<file path="src/rtl/shr_pkg.sv">
package shr_pkg;
  // Shift type encoding on the in_arith pin
  typedef enum logic {
    SHK_LOGICAL = 1'b0,
    SHK_ARITH   = 1'b1
  } shift_kind_e;
endpackage

</file>
<file path="src/rtl/shr_core.sv">
// Logarithmic right shifter over an extended word {data, guard}.
// The guard bit lands on bit 0 after the shift: it is the last bit shifted out.
module shr_core #(
  parameter int W     = 32,
  parameter int LOG2W = $clog2(W)
) (
  input  logic [W-1:0]     data,
  input  logic [LOG2W-1:0] amt_lo,
  input  logic             fill,
  output logic [W:0]       ext_out
);
  logic [LOG2W:0][W:0] stg;

  assign stg[0] = {data, 1'b0};

  for (genvar g = 0; g < LOG2W; g++) begin : g_stage
    localparam int SH = 1 << g;
    assign stg[g+1] = amt_lo[g] ? {{SH{fill}}, stg[g][W:SH]} : stg[g];
  end

  assign ext_out = stg[LOG2W];
endmodule

</file>
<file path="src/rtl/shr_carry.sv">
// Picks the carry-out for the current operation.
module shr_carry (
  input  logic cin,
  input  logic setflags,
  input  logic arith,
  input  logic msb,
  input  logic amt_zero,
  input  logic big,
  input  logic amt_is_w,
  input  logic shifted_out,
  output logic cout
);
  always_comb begin
    if (!setflags || amt_zero) cout = cin;
    else if (!big)             cout = shifted_out;
    else if (arith)            cout = msb;
    else                       cout = amt_is_w ? msb : 1'b0;
  end
endmodule

</file>
<file path="src/rtl/shr_unit.sv">
module shr_unit
  import shr_pkg::*;
#(
  parameter int W  = 32,
  parameter int AW = 8
) (
  input  logic          clk,
  input  logic          rst_n,
  input  logic          in_valid,
  output logic          in_ready,
  input  logic [W-1:0]  in_data,
  input  logic [AW-1:0] in_amt,
  input  logic          in_arith,
  input  logic          in_carry,
  input  logic          in_setflags,
  output logic          out_valid,
  input  logic          out_ready,
  output logic [W-1:0]  out_data,
  output logic          out_carry
);
  localparam int LOG2W = $clog2(W);

  shift_kind_e kind;
  logic        fill, big, amt_zero, amt_is_w;
  logic [W:0]  ext;
  logic [W-1:0] res;
  logic        cout;
  logic        fire;

  assign kind     = shift_kind_e'(in_arith);
  assign fill     = (kind == SHK_ARITH) & in_data[W-1];
  assign big      = |in_amt[AW-1:LOG2W];
  assign amt_zero = (in_amt == '0);
  assign amt_is_w = (in_amt == AW'(W));

  shr_core #(.W(W), .LOG2W(LOG2W)) core_i (
    .data    (in_data),
    .amt_lo  (in_amt[LOG2W-1:0]),
    .fill    (fill),
    .ext_out (ext)
  );

  shr_carry carry_i (
    .cin         (in_carry),
    .setflags    (in_setflags),
    .arith       (kind == SHK_ARITH),
    .msb         (in_data[W-1]),
    .amt_zero    (amt_zero),
    .big         (big),
    .amt_is_w    (amt_is_w),
    .shifted_out (ext[0]),
    .cout        (cout)
  );

  assign res      = big ? {W{fill}} : ext[W:1];
  assign in_ready = !out_valid || out_ready;
  assign fire     = in_valid && in_ready;

  always_ff @(posedge clk) begin
    if (!rst_n) begin
      out_valid <= 1'b0;
      out_data  <= '0;
      out_carry <= 1'b0;
    end else begin
      if (fire) begin
        out_valid <= 1'b1;
        out_data  <= res;
        out_carry <= cout;
      end else if (out_ready) begin
        out_valid <= 1'b0;
      end
    end
  end
endmodule

</file>
<file path="config.mk">
export PLATFORM = sky130hd
export DESIGN_NAME = shr_unit
export DESIGN_NICKNAME = d
export VERILOG_FILES = /design/src/rtl/shr_pkg.sv /design/src/rtl/shr_core.sv /design/src/rtl/shr_carry.sv /design/src/rtl/shr_unit.sv
export SDC_FILE = /design/constraint.sdc
export NUM_CORES = 1
export LEC_CHECK = 0
export CAP_MARGIN = 20
export CELL_PAD_IN_SITES_DETAIL_PLACEMENT = 0
export CELL_PAD_IN_SITES_GLOBAL_PLACEMENT = 1
export CORE_ASPECT_RATIO = 1.2
export CORE_UTILIZATION = 40
export DETAILED_ROUTE_END_ITERATION = 16
export DONT_BUFFER_PORTS = 1
export HOLD_SLACK_MARGIN = 0.12
export PLACE_DENSITY = 0.67
export SLEW_MARGIN = 40
export SYNTH_ARGS = -nofsm -noshare
export SYNTH_HDL_FRONTEND = slang
export SYNTH_SLANG_ARGS = --single-unit
</file>
<file path="constraint.sdc">
create_clock -name clk -period 2 [get_ports clk]
set_input_delay 0.1 -clock clk [delete_from_list [all_inputs] [get_ports clk]]
set_output_delay 0.1 -clock clk [all_outputs]
set_load 0.005 [all_outputs]
</file>
==> flow_summary.yaml <==
worst_setup_path:
  r2r_end: "out_data[7]"
  regToRegSetupSlack_ns: 0.43
  timing.critical_path.from: "in_amt[2]"
  crit_fanout: 16
  cp-start-kind: "input port"
  reg2regPathDepth: 5
  critical_path.endpoint_type: "flip-flop"
  crit_end: "out_carry"
  r2r_start: "out_valid"
  required_ns: 2.18
  cp_data_arrival_time_ns: 2.05
  crit_type: "input port to flip-flop"
floorplanning:
  rows: 34
  initial_core_util: 0.421
  die_x_um: 82.6
  die_y_um: 98.7
  coreArea_um2: 7400
  die_area_um2: 8140
  io_pins: 82
timing:
  setup_tns_ns: 0
  worst_slew_pin_slew_ns: 0.784
  fin_hold_ws_ns: 0.119
  setup_viol: 0
  rsz0062_at_grt: "no"
  slew_headroom: 0.472
  max_freq_mhz: 534
  min_period_over_period: 0.937
  finalHoldViolations: 0
  slew_viol_final: 0
  finalClockSkew_ns: 0.00804
  timing.final.ws_setup_ns: 0.126
  period_needed_ns: 1.87
min_path:
  hold_class: "input port to flip-flop"
  whs_path_depth: 3
cts:
  cts_tree: "done"
  post_cts_resize_count: 0
  path_clk_slew_ns: 0.08
  clock_latency_ns: 0.29
  ctsRootBufferMaster: "clkbuf_8"
  numCtsBuffers: 5
  numClockSinks: 34
  htree_levels: 2
  clock_path_buffers: 2
routing:
  drc: 0
  m1WireLength_mm: 4.00
  ant_nets: 0
  vias: 2768
  met2WireLength_mm: 4.20
  drt-total-wl_mm: 9.24
  wire_per_inst_um: 22.4
  met3_length_um: 819
  maxUsedRoutingLayer: "met4"
  viasPerCell: 6.72
  firstDrtPassIters: 5
  drt_iter0_drc: 179
yosys:
  syn_area_per_cell_um2: 9.52
  synth-edff-count: 0
  synth_area_um2: 3110
  yosysSeqAreaShare: 0.219
  ys.flop_type: "dfxtp_1"
  yosysWarnings: 0
  ys_types: 46
  synth-seq-cells: 34
  syn_inst: 327
  ys_async_sr_fraction: 0
  synth_nets: 374
pwr:
  p_leak_uw: 0.00123
  ir_worst_vdd_uv: 395
  powerDensity_nw_per_um2: 552
finish:
  final_cell_mix: "o21ai_0, dfxtp_1, nand2_1, a21oi_1, mux2i_1"
  nNetsFinal: 368
  final_util: 0.450
  final_common_cell: "o21ai_0"
  drive_gt1_frac: 0.152
  diodes: 0
  syn2layout_area_growth_pct: 7.03
grt:
  grt_pass1_vias: 2617
  antenna_found_initial: 0
  grt_first_pass_wirelength_mm: 14.4
  gr-usage-all-layers: 0.238
  grt_overflow_total: 0
  grt_max_degree: 40
outcome:
  outcome: "complete, no violations"
placement:
  gp_congestion: 0.877
  dp_hpwl_mm: 6.71
  pre_cts_ws_ns: 0.277
  port_buffers: 0
job:
  maxCapViolCount: 0
flip-flops by register name, indices dropped and copies added (netlist names):
register / count
out_data: 32
out_carry: 1
out_valid: 1
final cells by class:
| type | count | area, um2 |
|---|---|---|
| clock buffers | 7 | 86.3 |
| clock inverters | 1 | 5.00 |
| well taps | 90 | 113 |
| fillers | 758 | 4070 |
| multi-input cells | 253 | 2240 |
| flip-flops and latches | 34 | 681 |
| inverters | 6 | 22.5 |
| repair buffers | 21 | 183 |
timing repair:
action                    4_1_cts  5_1_grt
setup buffers                   0        0
hold endpoints to repair       34        0
hold buffers                   12        0
cell families (layout without fill, tap and decap cells):
logic type,after synthesis,count (layout),share of synthesized area
compound gates,115,115,0.241
buf+inv,40,35,0.0631
flops,34,34,0.219
mux,67,67,0.373
simple gates,71,71,0.104
worst min-delay path by stage:
stage	endpoint	slack, ns	start
CTS	out_data[15]	0.12	in_amt[0]
floorplan	out_valid	0.24	in_valid
global placement	out_data[16]	0.24	rst_n
global route	out_data[15]	0.13	in_amt[0]
detailed placement	out_data[28]	0.25	rst_n
finish	out_data[15]	0.12	in_amt[0]
cells in the mapped netlist, types with 2 or more instances:
| cell type | count | area [um2] |
|---|---|---|
| nand3_1 | 7 | 35.0 |
| nand2_1 | 26 | 97.6 |
| clkbuf_1 | 22 | 82.6 |
| a21boi_0 | 5 | 37.5 |
| o311ai_0 | 2 | 17.5 |
| and2_0 | 2 | 12.5 |
| buf_2 | 5 | 25.0 |
| dfxtp_1 | 34 | 681 |
| a31oi_1 | 9 | 56.3 |
| a21oi_1 | 26 | 130 |
| mux2_2 | 10 | 113 |
| a22oi_1 | 2 | 15.0 |
| buf_6 | 3 | 33.8 |
| inv_1 | 4 | 15.0 |
| a221oi_1 | 3 | 26.3 |
| and2_1 | 3 | 18.8 |
| nor3_1 | 6 | 30.0 |
| o221ai_1 | 3 | 26.3 |
| mux4_1 | 17 | 447 |
| mux4_2 | 15 | 338 |
| o21ai_0 | 36 | 180 |
| mux2i_1 | 24 | 240 |
| a211o_1 | 9 | 78.8 |
| o31ai_1 | 3 | 22.5 |
| buf_4 | 2 | 15.0 |
| nor2_1 | 21 | 78.8 |
| o211ai_1 | 9 | 67.6 |
critical path, stage by stage:
cell,delay (ns)
dlygate4sd3_1,0.61
nor4_4,0.42
nand2_1,0.12
a21oi_1,0.15
dlygate4sd3_1,0.56
o31ai_1,0.08
power by group:
group | internal [uW] | leakage (uW) | switching, uW
sequential | 726 | 0.000281 | 37.5
clock | 278 | 0.0000482 | 254
combinational | 266 | 0.000897 | 279
per-layer routing:
metal  vias to the layer above  GRT usage
met5                         -          0
met4                         0     0.0836
met3                        15     0.0602
met2                       135      0.352
met1                      1335      0.334
li1                       1283          -
per-stage QoR:
stage          area (um2)  std cells  total power [uW]
3_5_place_dp         3130        392              1280
2_1_floorplan        3110        327              1210
5_1_grt              3330        412              1930
6_report             3330        412              1840
3_3_place_gp         3130        392              1280
4_1_cts              3340        412              1850
Note: power is estimated with default switching activity, not from simulation.
